File: src/rtl/ptw_pkg.sv
`timescale 1ns/1ps
package ptw_pkg;
  localparam int unsigned B_PRESENT = 0;
  localparam int unsigned B_ACC     = 5;
  localparam int unsigned B_DIRTY   = 6;
  localparam int unsigned B_LARGE   = 7;

  typedef enum logic [2:0] {
    S_IDLE, S_DIR_RD, S_DIR_WR, S_TBL_RD, S_PERM_Q, S_PERM_W, S_FIN_WR, S_DONE
  } walk_st_e;

  typedef enum logic [1:0] {
    FLT_NONE   = 2'd0,
    FLT_ABSENT = 2'd1,
    FLT_PROT   = 2'd2
  } walk_flt_e;
endpackage

File: src/rtl/ptw_entry_addr.sv
`timescale 1ns/1ps
module ptw_entry_addr #(
  parameter int AW      = 32,
  parameter int OFF_W   = 12,
  parameter int IDX_W   = 10,
  parameter int IDX_LSB = 22
) (
  input  logic [AW-1:0] base_i,
  input  logic [AW-1:0] vaddr_i,
  input  logic [AW-1:0] wrap_mask_i,
  output logic [AW-1:0] addr_o
);
  localparam logic [AW-1:0] LOW_MASK = (AW'(1) << OFF_W) - AW'(1);
  logic [AW-1:0] slot_off;
  // each entry is four bytes wide
  assign slot_off = AW'(vaddr_i[IDX_LSB +: IDX_W]) << 2;
  assign addr_o   = ((base_i & ~LOW_MASK) + slot_off) & wrap_mask_i;
endmodule

File: src/rtl/ptw_ad_update.sv
`timescale 1ns/1ps
module ptw_ad_update #(
  parameter int DW    = 32,
  parameter int ACC_B = 5,
  parameter int DRT_B = 6
) (
  input  logic [DW-1:0] entry_i,
  input  logic          write_i,
  output logic [DW-1:0] entry_o,
  output logic          change_o
);
  always_comb begin
    entry_o        = entry_i;
    entry_o[ACC_B] = 1'b1;
    if (write_i) entry_o[DRT_B] = 1'b1;
  end
  assign change_o = (entry_o != entry_i);
endmodule

File: src/rtl/ptw_result_fmt.sv
`timescale 1ns/1ps
module ptw_result_fmt #(
  parameter int AW    = 32,
  parameter int OFF_W = 12,
  parameter int IDX_W = 10
) (
  input  logic [AW-1:0] entry_i,
  input  logic [AW-1:0] vaddr_i,
  input  logic          big_i,
  output logic [AW-1:0] frame_o,
  output logic [AW-1:0] vbase_o
);
  localparam int BIG_W = OFF_W + IDX_W;
  localparam logic [AW-1:0] SMALL_OFS = (AW'(1) << OFF_W) - AW'(1);
  localparam logic [AW-1:0] BIG_OFS   = (AW'(1) << BIG_W) - AW'(1);
  localparam logic [AW-1:0] MID_MASK  = BIG_OFS & ~SMALL_OFS;

  always_comb begin
    if (big_i) begin
      frame_o = entry_i & ~MID_MASK;
      vbase_o = vaddr_i & ~BIG_OFS;
    end else begin
      frame_o = entry_i;
      vbase_o = vaddr_i & ~SMALL_OFS;
    end
  end
endmodule

File: src/rtl/lin2phys_walker.sv
`timescale 1ns/1ps
module lin2phys_walker #(
  parameter int AW    = 32,
  parameter int OFF_W = 12,
  parameter int IDX_W = 10
) (
  input  logic          clk,
  input  logic          rst,
  input  logic          req_valid_i,
  input  logic [AW-1:0] req_addr_i,
  input  logic          req_write_i,
  output logic          req_ready_o,
  input  logic [AW-1:0] root_base_i,
  input  logic          big_page_en_i,
  input  logic [AW-1:0] a20_mask_i,
  output logic          mem_req_o,
  output logic          mem_we_o,
  output logic [AW-1:0] mem_addr_o,
  output logic [AW-1:0] mem_wdata_o,
  input  logic          mem_ready_i,
  input  logic [AW-1:0] mem_rdata_i,
  output logic          perm_query_o,
  output logic [AW-1:0] perm_bits_o,
  output logic          perm_write_o,
  input  logic          perm_pass_i,
  output logic          rsp_valid_o,
  output logic [1:0]    rsp_fault_o,
  output logic [AW-1:0] rsp_frame_o,
  output logic [AW-1:0] rsp_vbase_o,
  output logic          rsp_big_o,
  output logic [AW-1:0] rsp_prot_o,
  input  logic          rsp_ack_i
);
  import ptw_pkg::*;

  localparam int DIR_LSB = OFF_W + IDX_W;
  localparam int TBL_LSB = OFF_W;

  walk_st_e      st;
  walk_flt_e     fault_q;
  logic [AW-1:0] va_q, a20_q, dir_q, fin_q, fin_addr_q, prot_q;
  logic          wr_q, big_q;
  logic          mreq_q, mwe_q;
  logic [AW-1:0] maddr_q, mwdata_q;

  logic [AW-1:0] dir_addr, tbl_addr, tbl_base;
  logic [AW-1:0] dir_marked, fin_upd;
  logic          dir_mark_chg, fin_chg;
  logic          xfer;

  assign xfer = mreq_q && mem_ready_i;

  ptw_entry_addr #(.AW(AW), .OFF_W(OFF_W), .IDX_W(IDX_W), .IDX_LSB(DIR_LSB)) u_dir_addr (
    .base_i(root_base_i), .vaddr_i(req_addr_i), .wrap_mask_i(a20_mask_i), .addr_o(dir_addr)
  );

  // the table base comes straight from the read data unless the directory entry was rewritten
  assign tbl_base = (st == S_DIR_RD) ? mem_rdata_i : dir_q;

  ptw_entry_addr #(.AW(AW), .OFF_W(OFF_W), .IDX_W(IDX_W), .IDX_LSB(TBL_LSB)) u_tbl_addr (
    .base_i(tbl_base), .vaddr_i(va_q), .wrap_mask_i(a20_q), .addr_o(tbl_addr)
  );

  ptw_ad_update #(.DW(AW), .ACC_B(B_ACC), .DRT_B(B_DIRTY)) u_dir_mark (
    .entry_i(mem_rdata_i), .write_i(1'b0), .entry_o(dir_marked), .change_o(dir_mark_chg)
  );

  ptw_ad_update #(.DW(AW), .ACC_B(B_ACC), .DRT_B(B_DIRTY)) u_fin_mark (
    .entry_i(fin_q), .write_i(wr_q), .entry_o(fin_upd), .change_o(fin_chg)
  );

  ptw_result_fmt #(.AW(AW), .OFF_W(OFF_W), .IDX_W(IDX_W)) u_fmt (
    .entry_i(fin_q), .vaddr_i(va_q), .big_i(big_q), .frame_o(rsp_frame_o), .vbase_o(rsp_vbase_o)
  );

  always_ff @(posedge clk) begin
    if (rst) begin
      st         <= S_IDLE;
      fault_q    <= FLT_NONE;
      va_q       <= '0;
      a20_q      <= '0;
      dir_q      <= '0;
      fin_q      <= '0;
      fin_addr_q <= '0;
      prot_q     <= '0;
      wr_q       <= 1'b0;
      big_q      <= 1'b0;
      mreq_q     <= 1'b0;
      mwe_q      <= 1'b0;
      maddr_q    <= '0;
      mwdata_q   <= '0;
    end else begin
      unique case (st)
        S_IDLE: if (req_valid_i) begin
          va_q    <= req_addr_i;
          wr_q    <= req_write_i;
          a20_q   <= a20_mask_i;
          fault_q <= FLT_NONE;
          big_q   <= 1'b0;
          mreq_q  <= 1'b1;
          mwe_q   <= 1'b0;
          maddr_q <= dir_addr;
          st      <= S_DIR_RD;
        end
        S_DIR_RD: if (xfer) begin
          if (!mem_rdata_i[B_PRESENT]) begin
            mreq_q  <= 1'b0;
            fault_q <= FLT_ABSENT;
            st      <= S_DONE;
          end else if (mem_rdata_i[B_LARGE] && big_page_en_i) begin
            mreq_q     <= 1'b0;
            big_q      <= 1'b1;
            fin_q      <= mem_rdata_i;
            fin_addr_q <= maddr_q;
            prot_q     <= mem_rdata_i;
            st         <= S_PERM_Q;
          end else if (dir_mark_chg) begin
            dir_q    <= dir_marked;
            mwe_q    <= 1'b1;
            mwdata_q <= dir_marked;
            st       <= S_DIR_WR;
          end else begin
            dir_q   <= mem_rdata_i;
            maddr_q <= tbl_addr;
            st      <= S_TBL_RD;
          end
        end
        S_DIR_WR: if (xfer) begin
          mwe_q   <= 1'b0;
          maddr_q <= tbl_addr;
          st      <= S_TBL_RD;
        end
        S_TBL_RD: if (xfer) begin
          mreq_q <= 1'b0;
          if (!mem_rdata_i[B_PRESENT]) begin
            fault_q <= FLT_ABSENT;
            st      <= S_DONE;
          end else begin
            fin_q      <= mem_rdata_i;
            fin_addr_q <= maddr_q;
            prot_q     <= mem_rdata_i & dir_q;
            st         <= S_PERM_Q;
          end
        end
        S_PERM_Q: st <= S_PERM_W;
        S_PERM_W: begin
          if (!perm_pass_i) begin
            fault_q <= FLT_PROT;
            st      <= S_DONE;
          end else if (fin_chg) begin
            fin_q    <= fin_upd;
            mreq_q   <= 1'b1;
            mwe_q    <= 1'b1;
            maddr_q  <= fin_addr_q;
            mwdata_q <= fin_upd;
            st       <= S_FIN_WR;
          end else begin
            st <= S_DONE;
          end
        end
        S_FIN_WR: if (xfer) begin
          mreq_q <= 1'b0;
          mwe_q  <= 1'b0;
          st     <= S_DONE;
        end
        S_DONE: if (rsp_ack_i) st <= S_IDLE;
        default: st <= S_IDLE;
      endcase
    end
  end

  assign req_ready_o  = (st == S_IDLE);
  assign mem_req_o    = mreq_q;
  assign mem_we_o     = mwe_q;
  assign mem_addr_o   = maddr_q;
  assign mem_wdata_o  = mwdata_q;
  assign perm_query_o = (st == S_PERM_Q);
  assign perm_bits_o  = prot_q;
  assign perm_write_o = wr_q;
  assign rsp_valid_o  = (st == S_DONE);
  assign rsp_fault_o  = fault_q;
  assign rsp_big_o    = big_q;
  assign rsp_prot_o   = prot_q;

  // a pending memory access keeps its attributes until it is taken
  p_mem_hold_r11: assert property (@(posedge clk) disable iff (rst)
    mem_req_o && !mem_ready_i |=> mem_req_o && $stable(mem_addr_o) && $stable(mem_we_o)
                                  && $stable(mem_wdata_o));

  // an unacknowledged result stays put
  p_rsp_hold_r11: assert property (@(posedge clk) disable iff (rst)
    rsp_valid_o && !rsp_ack_i |=> rsp_valid_o && $stable(rsp_frame_o) && $stable(rsp_fault_o)
                                  && $stable(rsp_prot_o));

  // no entry access ever lands outside the latched wrap mask
  p_wrap_mask_r1: assert property (@(posedge clk) disable iff (rst)
    mem_req_o |-> ((mem_addr_o & ~a20_q) == '0));

  // every write-back carries the accessed flag
  p_wr_marks_r10: assert property (@(posedge clk) disable iff (rst)
    mem_req_o && mem_we_o |-> mem_wdata_o[B_ACC]);

  // a denial ends the walk without touching memory
  p_deny_quiet_r9: assert property (@(posedge clk) disable iff (rst)
    (st == S_PERM_W) && !perm_pass_i |=> !mem_req_o && rsp_valid_o && (rsp_fault_o == 2'd2));

  // a query is a single-cycle strobe
  p_query_pulse_r9: assert property (@(posedge clk) disable iff (rst)
    perm_query_o |=> !perm_query_o);
endmodule

File: config.mk
export PLATFORM = sky130hd
export DESIGN_NAME = lin2phys_walker
export DESIGN_NICKNAME = d
export VERILOG_FILES = /design/src/rtl/ptw_pkg.sv /design/src/rtl/ptw_entry_addr.sv /design/src/rtl/ptw_ad_update.sv /design/src/rtl/ptw_result_fmt.sv /design/src/rtl/lin2phys_walker.sv
export SDC_FILE = /design/constraint.sdc
export NUM_CORES = 1
export LEC_CHECK = 0
export ABC_AREA = 1
export BUFFER_PORTS_ARGS = -buffer_cell sky130_fd_sc_hd__buf_2
export CAP_MARGIN = 10
export CORE_MARGIN = 5
export CORE_UTILIZATION = 50
export CTS_CLUSTER_SIZE = 8
export DETAILED_ROUTE_END_ITERATION = 12
export MAX_ROUTING_LAYER = met4
export PLACE_DENSITY = 0.75
export SYNTH_ARGS = -nofsm -noshare
export SYNTH_HDL_FRONTEND = slang
export SYNTH_SLANG_ARGS = --single-unit
export TNS_END_PERCENT = 10
File: constraint.sdc
create_clock -name clk -period 2.2 [get_ports clk]
set_clock_uncertainty 0.15 [all_clocks]
set_input_delay 0.22 -clock clk [delete_from_list [all_inputs] [get_ports clk]]
set_output_delay 0.22 -clock clk [all_outputs]
set_load 0.02 [all_outputs]
Word-level counts from Yosys, hierarchy flattened
Index checks and enable logic that the tools add are counted.

$add $sub $neg: 2. Equal/unequal tests: 28. Mux-type cells: 73. Bitwise logic cells: 5. Reduce and logical (&&, ||, !) cells: 26.

Operators by type and width (number): 32-bit two-way mux (27); 32-bit case mux with 2 select lines (3); 32-bit case mux with 4 select lines (1); 32-bit bitwise AND (3); 32-bit case mux with 3 select lines (1); 32-bit by 12-bit adder with 32-bit output (2); 22-bit two-way mux (2); 2-bit != test (second input constant) (14); 3-bit two-way mux (8); 3-bit case mux with 8 select lines (1); 7-bit AND reduction (3); 1-bit two-way mux (19); 9-bit AND reduction (2); 7-bit two-way mux (2); 3-bit equality test (second input constant) (4); 6-bit AND reduction (2); 4-bit nonzero test (3); 2-bit two-way mux (5); 2-bit by 1-bit != test with 1-bit output (second input constant) (5); 5-bit AND reduction (2); 1-bit case mux with 4 select lines (2); 8-bit AND reduction (1); 3-bit by 2-bit equality test with 1-bit output (second input constant) (2); 2-bit case mux with 3 select lines (1); other kinds (12) (19).

Bits in registers: 265. Input bits: 136. Output and inout port bits: 201. Word-level logic and storage cells: 149.

Logic depth before layout (Yosys ltp)
Gate-level depths: netlist of run 1.

Depth after elaboration: 9. Depth in mapped cells: 12. Mapped depth without buffers: 11.

Hierarchy
From an unflattened synthesis of run 1, not the netlist that was laid out.

Cells, all modules: 2181. Area total of the unflattened synthesis: 13918.3 µm².

Modules (own cells, without submodules): lin2phys_walker (times used 1, cells each 1896, area an instance 12415.7 µm², seq. area each 5305.1 µm²); ptw_ad_update (times used 2, cells each 36, area an instance 254.0 µm², seq. area each 0.0 µm²); ptw_result_fmt (times used 1, cells each 87, area an instance 506.7 µm², seq. area each 0.0 µm²); ptw_entry_addr (times used 2, cells each 63, area an instance 244.0 µm², seq. area each 0.0 µm²).

Least setup slack after synthesis of run 1
OpenSTA, ideal clock, no wires.

Kind: reg-to-reg. Start point: register st[1]. End point: register st[0]. Library setup time: 0.117 ns. Arrival time: 1.505 ns. Required time: 1.933 ns. Setup slack: 0.428 ns. Cell stages (with the launch flop): 9. Buffers on the path: 1. Clock period less this slack: 1.772 ns. Cell sequence: dfxtp_1 -> buf_6 -> nand2_1 -> nor2_1 -> nand2_1 -> nand3_1 -> inv_1 -> o21ai_0 -> nor2_1.

Longest elaborated chain between the ends: 3. Elaborated cells between the ends (all ways): 16. Classes of those cells: 13 x eq/ne; 1 x mux; 2 x reduce/logical.

Ends and longest elaborated chain: start: declaration (RTL line lin2phys_walker.sv:39) `walk_st_e st;`; start signal: assignment (RTL line lin2phys_walker.sv:78) `st <= S_IDLE;`; start signal: assignment (RTL line lin2phys_walker.sv:103) `st <= S_DIR_RD;`; start signal: assignment (RTL line lin2phys_walker.sv:109) `st <= S_DONE;`; 3-bit equality test *; named net rsp_valid_o (RTL line lin2phys_walker.sv:26) `output logic rsp_valid_o,`; 2-bit by 1-bit != test with 1-bit output (no source line); 6-bit AND reduction (no source line).

Mark *: on every way through the listed nets, which the timed path passes. The rest lies on a longest branch. A chain may end at the register's enable or synchronous reset.

Worst setup path in the final report of run 1
Start point: register st[2]. End point: register va_q[31].

Longest elaborated chain between the ends: 2.

Ends and longest elaborated chain: 3-bit logical NOT (RTL line lin2phys_walker.sv:93) `unique case (st)`; 2-bit AND reduction (no source line); end signal: assignment (RTL line lin2phys_walker.sv:95) `va_q <= req_addr_i;`; end: declaration (RTL line lin2phys_walker.sv:41) `logic [AW-1:0] va_q, a20_q, dir_q, fin_q, fin_addr_q, prot_q;`.

Every way passes these cells.

==> metrics.sh, run 1 <==
STDCELL_COUNT=2245
P_LEAK_nW=7.07
REG2REG_SLACK_NS=0.07
COMMONEST_NON_FILL_NON_TAP_CELL_IN_THE_LAYOUT='sky130_fd_sc_hd__nand2_1'
MOST-COMMON-LAYOUT-CELLS='sky130_fd_sc_hd__nand2_1, sky130_fd_sc_hd__buf_2, sky130_fd_sc_hd__dfxtp_1, sky130_fd_sc_hd__nor2_1, sky130_fd_sc_hd__o21ai_0'
PLACE.GP.CONGESTION=0.938
LEFTOVER_OVERFLOW_AT_THE_END_OF_GLOBAL_ROUTING=0
IOPINCOUNT=337
SYN_INST=1642
HOLD_PATH_ORIGIN='root_base_i[28]'
DRT_FIRST_PASS_ITERS=6
PLACE.PORT_BUFFERS=298
DESIGN_POWER_TOTAL_mW=18.9
INITIAL_UTILIZATION_PCT=51.0
DIE_X_MICRONS=162
CTS_BUFFER_DEPTH=3
FINAL_NETS=2095
AVERAGE_FOOTPRINT_OF_A_SYNTHESIZED_CELL_SQ_UM=7.06
SYNTH.FF_LATCH_COUNT=250
NUMBER_OF_GLOBAL_ROUTE_VIAS_BEFORE_REPAIR=11600
HTREEDEPTH=2
PIN_COUNT_OF_THE_BIGGEST_NET_ENTERING_GLOBAL_ROUTING=87
CRITICAL_PATH_CLASS='reg -> reg'
SYN_TO_FINAL_GROWTH_PCT=29.3
CTS-BUFFERS-INSERTED=37
FP.DIEH_MICRONS=162
TRITONCTS_NUM_SINKS=250
TRACK_USAGE_PCT=29.2
WORST_SETUP_PATH_START_KIND='register'
NFILLCELLS=1915
PLACED_CELLS_INCL_TAPS=2094
FINALWORSTPATHREQUIREDPERIOD_NS=2.13
DRTANTENNAVIOLNETS=0
DETAIL_ROUTE.DRC_VIOLATIONS=0
GRT_PASS1_WL_MICRONS=60500
FINALSETUPTNS_NS=0
POST_DRT_WL_PER_CELL_MICRONS=17.3
SLEW_HEADROOM_PCT=30.3
PROPORTION_OF_LAYOUT_CELLS_WITH_A_DRIVE_SUFFIX_ABOVE_1_PCT=21.0
MAPPEDNETLISTAREA_SQ_MM=0.0116
ROW_COUNT=55
WORST-R2R-CELL-COUNT=8
POSTCTSSETUPBUFFERS=0
CORE-AREA_SQ_MM=0.0227
HOLD_PATH_DEPTH=5
ROUTED-VIA-COUNT=12100
STATUS='completed'
CRIT-REG2REG-CAPTURE='va_q[31]$_SDFFE_PP0P_'
DPL.HPWL_MICRONS=26200
IR_DROP_V=0.00111
CLOCK-ROOT-BUFFER='sky130_fd_sc_hd__clkbuf_16'
MAX_CAP_VIOLATIONS=0
CELLPOWERDENSITY_mW_PER_MM2=1260
YOSYS_WARNINGS=0
YOSYSUNIQUECELLTYPES=29
UNREPAIRED_SETUP_ENDPOINTS_AFTER_GLOBAL_ROUTING='no'
REPORT.FINAL.SETUP_VIOL=0
CATEGORY_OF_THE_WORST_SETUP_PATH_CAPTURE_POINT='register'
WORST_HOLD_PATH_TYPE='in -> reg'
DIE-AREA_SQ_MM=0.0263
PATH_CLK_SLEW_NS=0.05
WORST_EP_REQUIRED_TIME_NS=2.45
TIMING_HOLD_VIOLATIONS_FINAL=0
MAX_FREQ_MHz=470
R2R-START='st[2]$_SDFFE_PP0P_'
ANTENNA_FOUND_INITIAL=0
TIMING.FINAL.MAX_SLEW_VIOLATIONS=0
AVGVIACOUNTPERCELL=5.41
TRITONCTS_CLOCK_TREE='built'
WIRELENGTH_MICRONS=38900
WORST-PATH-MAX-FANOUT=21
CLOCK_LATENCY_NS=0.49
HOLD_END='mem_addr_o[28]$_SDFFE_PP0P_'
PERIOD_SHARE_PCT=96.7
WORST_PIN_SLEW_NS=1.05
FIRST_ITER_VIOLATIONS=992
CRITICAL_PATH_ARRIVAL_NS=2.38
SYNTH_SEQUENTIAL_AREA_RATIO_PCT=43.2
-- synthesized netlist by cell type --
master	n	area [sq um]
sky130_fd_sc_hd__a211oi_1	43	323
sky130_fd_sc_hd__a21oi_1	158	791
sky130_fd_sc_hd__a21oi_2	1	8.76
sky130_fd_sc_hd__a31oi_1	1	6.26
sky130_fd_sc_hd__and2_1	1	6.26
sky130_fd_sc_hd__buf_1	2	7.51
sky130_fd_sc_hd__buf_2	50	250
sky130_fd_sc_hd__buf_4	79	593
sky130_fd_sc_hd__buf_6	10	113
sky130_fd_sc_hd__clkbuf_1	48	180
sky130_fd_sc_hd__clkbuf_2	1	5.00
sky130_fd_sc_hd__conb_1	1	3.75
sky130_fd_sc_hd__dfxtp_1	250	5000
sky130_fd_sc_hd__inv_1	115	432
sky130_fd_sc_hd__inv_2	4	15.0
sky130_fd_sc_hd__inv_4	2	12.5
sky130_fd_sc_hd__nand2_1	321	1200
sky130_fd_sc_hd__nand2_2	3	18.8
sky130_fd_sc_hd__nand2_4	2	22.5
sky130_fd_sc_hd__nand3_1	125	626
sky130_fd_sc_hd__nand3b_1	29	218
sky130_fd_sc_hd__nand3b_4	1	20.0
sky130_fd_sc_hd__nand4_1	2	12.5
sky130_fd_sc_hd__nor2_1	224	841
sky130_fd_sc_hd__nor2_2	5	31.3
sky130_fd_sc_hd__nor2_4	1	11.3
sky130_fd_sc_hd__nor2_8	1	20.0
sky130_fd_sc_hd__o21ai_0	158	791
sky130_fd_sc_hd__o21ai_1	4	20.0
-- power by group --
| part | switching [mW] | internal [mW] |
|---|---|---|
| sequential | 0.504 | 5.47 |
| combinational | 5.41 | 2.68 |
| clock | 1.87 | 2.94 |
-- state kept, by name (all words and copies together) (netlist names), 2 cells and up --
register and cells:
a20_q 30, rsp_fault_o 2, mem_wdata_o 32, st 3, perm_bits_o 32, fin_q 32, mem_addr_o 32, dir_q 31
va_q 20, fin_addr_q 32
-- through the flow --
stage | worst slack [ns] | hold WS [ns] | util [%] | area, sq um
2_1_floorplan | 0.428 | 0.198 | - | 11600
3_3_place_gp | 0.0426 | 0.287 | 56.8 | 12900
3_5_place_dp | 0.109 | 0.293 | 56.8 | 12900
4_1_cts | 0.0413 | 0.00141 | 65.8 | 15000
5_1_grt | 0.0167 | 0.0598 | 65.9 | 15000
6_report | 0.0723 | 0.0148 | 66.0 | 15000
-- per-layer routing --
metal  part of all wire (%)  global-route usage [%]  vias up
met1                     41                    36.3     5521
met4                    5.1                    13.1        0
met3                    8.4                    5.05      114
met5                      0                       -        -
met2                     46                    46.6      643
li1                       -                       -     5857
-- worst max-delay path: stages (launching register included) --
cell	delay [ns]
sky130_fd_sc_hd__dfxtp_1	0.33
sky130_fd_sc_hd__buf_4	0.18
sky130_fd_sc_hd__nor2_4	0.14
sky130_fd_sc_hd__nand2_1	0.11
sky130_fd_sc_hd__inv_2	0.10
sky130_fd_sc_hd__buf_12	0.15
sky130_fd_sc_hd__nand3_1	0.10
sky130_fd_sc_hd__dlygate4sd3_1	0.60
sky130_fd_sc_hd__a21oi_1	0.18
-- cell type report --
| cell class | instances | area (sq um) | share of cell area, % |
|---|---|---|---|
| clock buffer | 38 | 930 | 6.21 |
| sequential | 250 | 5010 | 33.4 |
| multi-input combinational | 1092 | 5040 | 33.7 |
| inverter | 121 | 464 | 3.10 |
| clock inverter | 1 | 7.51 | 0.0501 |
| antenna | 1 | 2.50 | 0.0167 |
| tap | 285 | 357 | 2.38 |
| timing repair buffer | 457 | 3170 | 21.1 |
-- how the worst max path moves through the flow --
| stage | slack, ns | depth (start not counted) | end | from |
|---|---|---|---|---|
| after global routing | 0.02 | 8 | va_q[31]$_SDFFE_PP0P_ | st[2]$_SDFFE_PP0P_ |
| final | 0.07 | 8 | va_q[31]$_SDFFE_PP0P_ | st[2]$_SDFFE_PP0P_ |
| after CTS | 0.04 | 6 | req_ready_o | st[1]$_SDFFE_PP0P_ |
| after floorplan | 0.43 | 8 | st[0]$_SDFFE_PP0P_ | st[1]$_SDFFE_PP0P_ |
| after global placement | 0.04 | 8 | mem_addr_o[11]$_SDFFE_PP0P_ | st[0]$_SDFFE_PP0P_ |
| after detailed placement | 0.11 | 8 | mem_addr_o[11]$_SDFFE_PP0P_ | st[0]$_SDFFE_PP0P_ |
-- what timing repair did --
action	4_1_cts	5_1_grt
endpoints found under the hold margin	170	0
hold buffers	111	0
endpoints found under the setup margin	1	49
resized for setup	1	7
-- kinds of logic after synthesis --
group | Yosys count | synth area share (%)
AO/OA/AOI/OAI | 365 | 16.7
buffers and inverters | 311 | 13.9
flip-flops | 250 | 43.2
other | 1 | 0.0324
AND/OR/NAND/NOR | 715 | 26.2
(Power assumes the default switching activity.)
==> inputs of run 2 (changes only) <==
==> constraint.sdc (replaced) <==
create_clock -name clk -period 2.5 [get_ports clk]
set_clock_uncertainty 0.15 [all_clocks]
set_input_delay 0.25 -clock clk [delete_from_list [all_inputs] [get_ports clk]]
set_output_delay 0.25 -clock clk [all_outputs]
set_load 0.02 [all_outputs]
==> run 2 against run 1 <==
Effect of this change:
- count of clock-buffer cells in the layout is 2 higher
- critical endpoint is now req_ready_o
- worst hold slack worse by 0.0023 ns
- non-clock buffer count is 25 lower
- final cell count is 0.98% lower
==> metrics.sh, run 2 (same netlist as run 1, synthesis figures left out) <==
WORST_EP_REQUIRED_TIME_NS=2.10
POST_DRT_WL_PER_CELL_MICRONS=17.3
WORST-PATH-MAX-FANOUT=21
PATH_CLK_SLEW_NS=0.06
WORST_SETUP_PATH_START_KIND='register'
TRACK_USAGE_PCT=28.7
IOPINCOUNT=337
PROPORTION_OF_LAYOUT_CELLS_WITH_A_DRIVE_SUFFIX_ABOVE_1_PCT=20.4
CRITICAL_PATH_ARRIVAL_NS=1.92
WIRELENGTH_MICRONS=38400
DRTANTENNAVIOLNETS=0
ANTENNA_FOUND_INITIAL=1
DRT_FIRST_PASS_ITERS=6
HTREEDEPTH=2
SYN_TO_FINAL_GROWTH_PCT=27.2
LEFTOVER_OVERFLOW_AT_THE_END_OF_GLOBAL_ROUTING=0
CP_CELL_SEQUENCE='buf_4 > nor2_2 > nand2_1 > inv_2 > buf_4 > buf_2'
FIRST_ITER_VIOLATIONS=994
STATUS='completed'
PIN_COUNT_OF_THE_BIGGEST_NET_ENTERING_GLOBAL_ROUTING=63
TIMING_HOLD_VIOLATIONS_FINAL=0
CRITICAL_PATH_BUF_INV_COUNT=4
ROW_COUNT=55
CLOCK_LATENCY_NS=0.51
FINALWORSTPATHREQUIREDPERIOD_NS=2.32
SLOWEST_DELAY_NS=0.40
SLEW_HEADROOM_PCT=53.0
TIMING.CRITICAL_PATH.SLOWEST_STAGE_CELL='sky130_fd_sc_hd__dfxtp_1'
CRITICAL-PATH-TOP-CELL-BY-COUNT='sky130_fd_sc_hd__buf_4'
GRT_PASS1_WL_MICRONS=59500
NUMBER_OF_GLOBAL_ROUTE_VIAS_BEFORE_REPAIR=11100
AVGVIACOUNTPERCELL=5.37
POSTCTSSETUPBUFFERS=0
FINAL_NETS=2070
IR_DROP_V=0.000646
CLOCK-ROOT-BUFFER='sky130_fd_sc_hd__clkbuf_16'
FINALSETUPTNS_NS=0
MAX_CAP_VIOLATIONS=0
WORST_PIN_SLEW_NS=0.704
CELLPOWERDENSITY_mW_PER_MM2=1120
ROUTED-VIA-COUNT=11900
DIE-AREA_SQ_MM=0.0263
TRITONCTS_CLOCK_TREE='built'
CATEGORY_OF_THE_WORST_SETUP_PATH_CAPTURE_POINT='output port'
PLACE.GP.CONGESTION=0.944
DPL.HPWL_MICRONS=25800
FP.DIEH_MICRONS=162
CRITICAL_PATH_CLASS='reg -> out'
COMMONEST_NON_FILL_NON_TAP_CELL_IN_THE_LAYOUT='sky130_fd_sc_hd__nand2_1'
UNREPAIRED_SETUP_ENDPOINTS_AFTER_GLOBAL_ROUTING='no'
TRITONCTS_NUM_SINKS=250
P_LEAK_nW=6.98
PATH_DELAY_FAMILY='buffers and inverters'
INITIAL_UTILIZATION_PCT=51.0
CTS-BUFFERS-INSERTED=37
MOST-COMMON-LAYOUT-CELLS='sky130_fd_sc_hd__nand2_1, sky130_fd_sc_hd__buf_2, sky130_fd_sc_hd__dfxtp_1, sky130_fd_sc_hd__nor2_1, sky130_fd_sc_hd__o21ai_0'
REPORT.FINAL.SETUP_VIOL=0
DIE_X_MICRONS=162
MAX_FREQ_MHz=431
FINALCOREUTILIZATION_PCT=64.9
CORE-AREA_SQ_MM=0.0227
TIMING.FINAL.MAX_SLEW_VIOLATIONS=0
DETAIL_ROUTE.DRC_VIOLATIONS=0
PLACE.PORT_BUFFERS=298
WORST_HOLD_PATH_TYPE='in -> reg'
CTS_BUFFER_DEPTH=3
PERIOD_SHARE_PCT=92.8
CTS_REPAIR_RESIZE_COUNT=0
run 2: changes by cell type in the layout (fill, tap and decap cells not counted):
cell	change
sky130_fd_sc_hd__buf_12	-5
sky130_fd_sc_hd__dfxtp_2	-2
sky130_fd_sc_hd__clkbuf_16	+2
sky130_fd_sc_hd__a21oi_1	+1
sky130_fd_sc_hd__a21oi_2	-1
sky130_fd_sc_hd__nand2_1	+1
sky130_fd_sc_hd__buf_4	-9
sky130_fd_sc_hd__inv_6	+1
sky130_fd_sc_hd__nand2_2	-1
sky130_fd_sc_hd__nor2_4	-1
sky130_fd_sc_hd__dfxtp_1	+2
sky130_fd_sc_hd__nor2_2	+1
sky130_fd_sc_hd__dlygate4sd3_1	-11
run 2: through the flow:
step	instance area [sq um]	total power, mW	std cells	hold slack [ns]	setup WS [ns]
global placement	12700	11.8	2080	0.287	0.354
finish	14700	16.5	2223	0.0125	0.181
CTS	14700	16.5	2222	0.00570	0.179
floorplan	11600	10.1	1653	0.228	0.728
detailed placement	12700	11.9	2080	0.293	0.303
global route	14700	17.6	2223	0.0291	0.0339
run 2: where the power goes:
group	total, mW	internal, mW	leakage [nW]	switching [mW]
clock	4.44	2.73	0.486	1.70
sequential	5.23	4.81	2.04	0.421
combinational	6.84	2.12	4.46	4.71
total	16.5	9.66	6.98	6.84
run 2: worst paths after layout:
kind	from	endpoint	slack, ns	depth (start not counted)
min reg2reg	a20_q[18]$_SDFFE_PP0P_	a20_q[18]$_SDFFE_PP0P_	0.30	2
max	st[1]$_SDFFE_PP0P_	req_ready_o	0.18	6
min	root_base_i[26]	mem_addr_o[26]$_SDFFE_PP0P_	0.01	5
max reg2reg	st[0]$_SDFFE_PP0P_	mem_addr_o[11]$_SDFFE_PP0P_	0.23	10
run 2: worst register-to-register path: cells and delay by family, from the launching register on:
family                 cells  cell delay [ns]
and+or+nand+nor            8             1.38
DFF                        1             0.36
buffers and inverters      2             0.28
run 2: routing by layer:
layer,share of wire (%),GRT usage (%)
met5,0,-
met4,3.1,9.19
met3,9.1,6.29
met2,47,46.8
met1,41,35.6
run 2: timing repair:
action | in CTS | in global routing
hold buffers | 100 | 0
hold endpoints to repair | 160 | 0
endpoints found under the setup margin | 0 | 0
run 2: final cells by class:
class / count / area [sq um]
diodes: 1 / 2.50
clock buffers: 40 / 980
clock inverters: 2 / 16.3
fillers: 1917 / 7970
inverters: 121 / 464
multi-input cells: 1092 / 5030
flip-flops and latches: 250 / 5000
well taps: 285 / 357
repair buffers: 432 / 2890
==> inputs of run 3 (changes only) <==
--- a/config.mk
+++ b/config.mk
@@ -14,6 +14,7 @@
 export DETAILED_ROUTE_END_ITERATION = 12
 export MAX_ROUTING_LAYER = met4
 export PLACE_DENSITY = 0.75
+export RECOVER_POWER = 50
 export SYNTH_ARGS = -nofsm -noshare
 export SYNTH_HDL_FRONTEND = slang
 export SYNTH_SLANG_ARGS = --single-unit
==> run 3 against run 2 <==
Effect of this change:
- first-iteration DRC count shrank 6.2%
- largest cell class unchanged
- count of clock-buffer cells in the layout is the same
- sequential cell count is the same
- clock power is essentially flat
- critical endpoint unchanged
- sequential power is essentially flat
- design area shrank 1.8%
- sequential share of layout area grew 0.61 points
- die area is the same
- register-to-register slack lost 0.03 ns
==> metrics.sh, run 3 (same netlist as run 1, synthesis figures left out) <==
CTS-BUFFERS-INSERTED=37
FINAL_CELL_AREA_SQ_MM=0.0145
STDCELL_COUNT=2223
DRTANTENNAVIOLNETS=0
SLEW_HEADROOM_PCT=52.1
CRITICAL_PATH_BUF_INV_COUNT=4
TIMING.FINAL.MAX_SLEW_VIOLATIONS=0
FINALCOREUTILIZATION_PCT=63.8
FIN_HOLD_WS_NS=0.0112
ANTENNA_FOUND_INITIAL=1
DETAIL_ROUTE.DRC_VIOLATIONS=0
CRITICAL_PATH_CLASS='reg -> out'
NET_SWITCHING_POWER_mW=6.85
WORST_HOLD_PATH_TYPE='in -> reg'
DPL.HPWL_MICRONS=25800
FIRST_ITER_VIOLATIONS=932
PATH_CLK_SLEW_NS=0.06
TIMING.CRITICAL_PATH.SLOWEST_STAGE_CELL='sky130_fd_sc_hd__dfxtp_1'
NUMBER_OF_GLOBAL_ROUTE_VIAS_BEFORE_REPAIR=11100
PART_OF_THE_TOTAL_POWER_DISSIPATED_IN_THE_CLOCK_NETWORK_PCT=27.1
PATH_DELAY_FAMILY='buffers and inverters'
HOLD_END='mem_addr_o[26]$_SDFFE_PP0P_'
CLOCK-ROOT-BUFFER='sky130_fd_sc_hd__clkbuf_16'
CRIT-REG2REG-CAPTURE='dir_q[17]$_SDFFE_PP0P_'
WORST_PIN_SLEW_NS=0.718
FP.DIEH_MICRONS=162
DP_WORST_SETUP_SLACK_NS=0.303
UNREPAIRED_SETUP_ENDPOINTS_AFTER_GLOBAL_ROUTING='no'
CELLPOWERDENSITY_mW_PER_MM2=1130
TRITONCTS_CLOCK_TREE='built'
ROUTE.TOP_LAYER_USED='met4'
COMMONEST_NON_FILL_NON_TAP_CELL_IN_THE_LAYOUT='sky130_fd_sc_hd__nand2_1'
ROUTED_LENGTH_ON_MET1_MICRONS=15600
POST_DP_CELL_AREA_SQ_MM=0.0127
GRT_PASS1_WL_MICRONS=59500
CP_CELL_SEQUENCE='buf_4 > nor2_2 > nand2_1 > inv_2 > buf_4 > buf_2'
STATUS='completed'
WL_MET3_MICRONS=3410
REPORT.FINAL.SETUP_VIOL=0
ROUTE.MET2.WL_MICRONS=18200
DRT_FIRST_PASS_ITERS=5
WORST-R2R-CELL-COUNT=7
ROUTED-VIA-COUNT=11900
WORST-PATH-MAX-FANOUT=21
R2R-START='st[2]$_SDFFE_PP0P_'
P_LEAK_nW=6.20
SW_FRAC_OF_TOTAL_PCT=41.9
CTS_BUFFER_DEPTH=3
REG2REG_SLACK_NS=0.20
PLACED_CELLS_INCL_TAPS=2080
CRITICAL_PATH_ARRIVAL_NS=1.93
HOLD_PATH_DEPTH=5
TIMING_HOLD_VIOLATIONS_FINAL=0
SEQUENTIALPOWERSHARE_PCT=32.1
MOST-COMMON-LAYOUT-CELLS='sky130_fd_sc_hd__nand2_1, sky130_fd_sc_hd__dfxtp_1, sky130_fd_sc_hd__nor2_1, sky130_fd_sc_hd__clkbuf_1, sky130_fd_sc_hd__o21ai_0'
PWR-SHARE-COMB_PCT=40.8
FINALSETUPTNS_NS=0
WIRELENGTH_MICRONS=38400
WORST_SETUP_PATH_START_KIND='register'
MAX_CAP_VIOLATIONS=0
POST_DRT_WL_PER_CELL_MICRONS=17.3
IR_DROP_V=0.000632
FINALWORSTPATHREQUIREDPERIOD_NS=2.33
WORST_EP_REQUIRED_TIME_NS=2.10
HOLD_PATH_ORIGIN='root_base_i[26]'
CRITICAL-PATH-TOP-CELL-BY-COUNT='sky130_fd_sc_hd__buf_4'
IOPINCOUNT=337
CORE-AREA_SQ_MM=0.0227
PROPORTION_OF_LAYOUT_CELLS_WITH_A_DRIVE_SUFFIX_ABOVE_1_PCT=10.8
MAX_FREQ_MHz=430
PLACE.PORT_BUFFERS=298
HTREEDEPTH=2
PIN_COUNT_OF_THE_BIGGEST_NET_ENTERING_GLOBAL_ROUTING=63
FINAL_NETS=2070
AVGVIACOUNTPERCELL=5.36
CLOCK_LATENCY_NS=0.51
TRITONCTS_NUM_SINKS=250
INITIAL_UTILIZATION_PCT=51.0
ROW_COUNT=55
DIE-AREA_SQ_MM=0.0263
PERIOD_SHARE_PCT=93.0
DIE_X_MICRONS=162
INTPOWER_mW=9.49
CATEGORY_OF_THE_WORST_SETUP_PATH_CAPTURE_POINT='output port'
PLACE.GP.CONGESTION=0.944
FIN_WS_NS=0.174
LEFTOVER_OVERFLOW_AT_THE_END_OF_GLOBAL_ROUTING=0
TRACK_USAGE_PCT=28.7
SLOWEST_DELAY_NS=0.40
DESIGN_POWER_TOTAL_mW=16.3
SYN_TO_FINAL_GROWTH_PCT=25.0
[run 3: worst max path at each step]
| stage | startpoint | endpoint | slack [ns] | cells past startpoint |
|---|---|---|---|---|
| 4_1_cts | st[1]$_SDFFE_PP0P_ | req_ready_o | 0.18 | 6 |
| 5_1_grt | st[2]$_SDFFE_PP0P_ | dir_q[11]$_SDFFE_PP0P_ | 0.02 | 7 |
| 6_report | st[1]$_SDFFE_PP0P_ | req_ready_o | 0.17 | 6 |
| 3_3_place_gp | st[0]$_SDFFE_PP0P_ | mem_addr_o[17]$_SDFFE_PP0P_ | 0.35 | 10 |
| 2_1_floorplan | st[1]$_SDFFE_PP0P_ | st[0]$_SDFFE_PP0P_ | 0.73 | 8 |
| 3_5_place_dp | st[0]$_SDFFE_PP0P_ | mem_addr_o[25]$_SDFFE_PP0P_ | 0.30 | 10 |
[run 3: final cells by class]
class                           instances  area [sq um]
Antenna cell                            1          2.50
Clock buffer                           40           980
Clock inverter                          2          16.3
Fill cell                            2063          8220
Inverter                              121           464
Multi-Input combinational cell       1092          5030
Sequential cell                       250          5000
Tap cell                              285           357
Timing Repair Buffer                  432          2630
[run 3: power by group through the flow]
stage	clock, mW	combinational, mW	sequential (mW)
after floorplan	0	4.42	5.73
after global placement	0	6.50	5.27
after detailed placement	0	6.62	5.28
after CTS	4.50	6.77	5.21
after global routing	4.69	7.41	5.32
final	4.43	6.66	5.24
[run 3: tightest hold or removal path, stage by stage]
cell                      delay (ns)
sky130_fd_sc_hd__buf_2          0.08
sky130_fd_sc_hd__nand3_1        0.07
sky130_fd_sc_hd__nand3_1        0.10
sky130_fd_sc_hd__nor2_1         0.04
sky130_fd_sc_hd__nor2_1         0.09
[run 3: repair_timing]
action,4_1_cts,5_1_grt
hold endpoints to repair,160,0
setup buffers,0,0
gates resized for setup,0,0
hold buffers,100,0
[run 3: metal layers]
layer  global-route usage [%]  up-vias
li1                         -     5808
met1                     35.6     5459
met2                     46.8      559
met3                     6.29       83
met4                     9.19        0
met5                        -        -
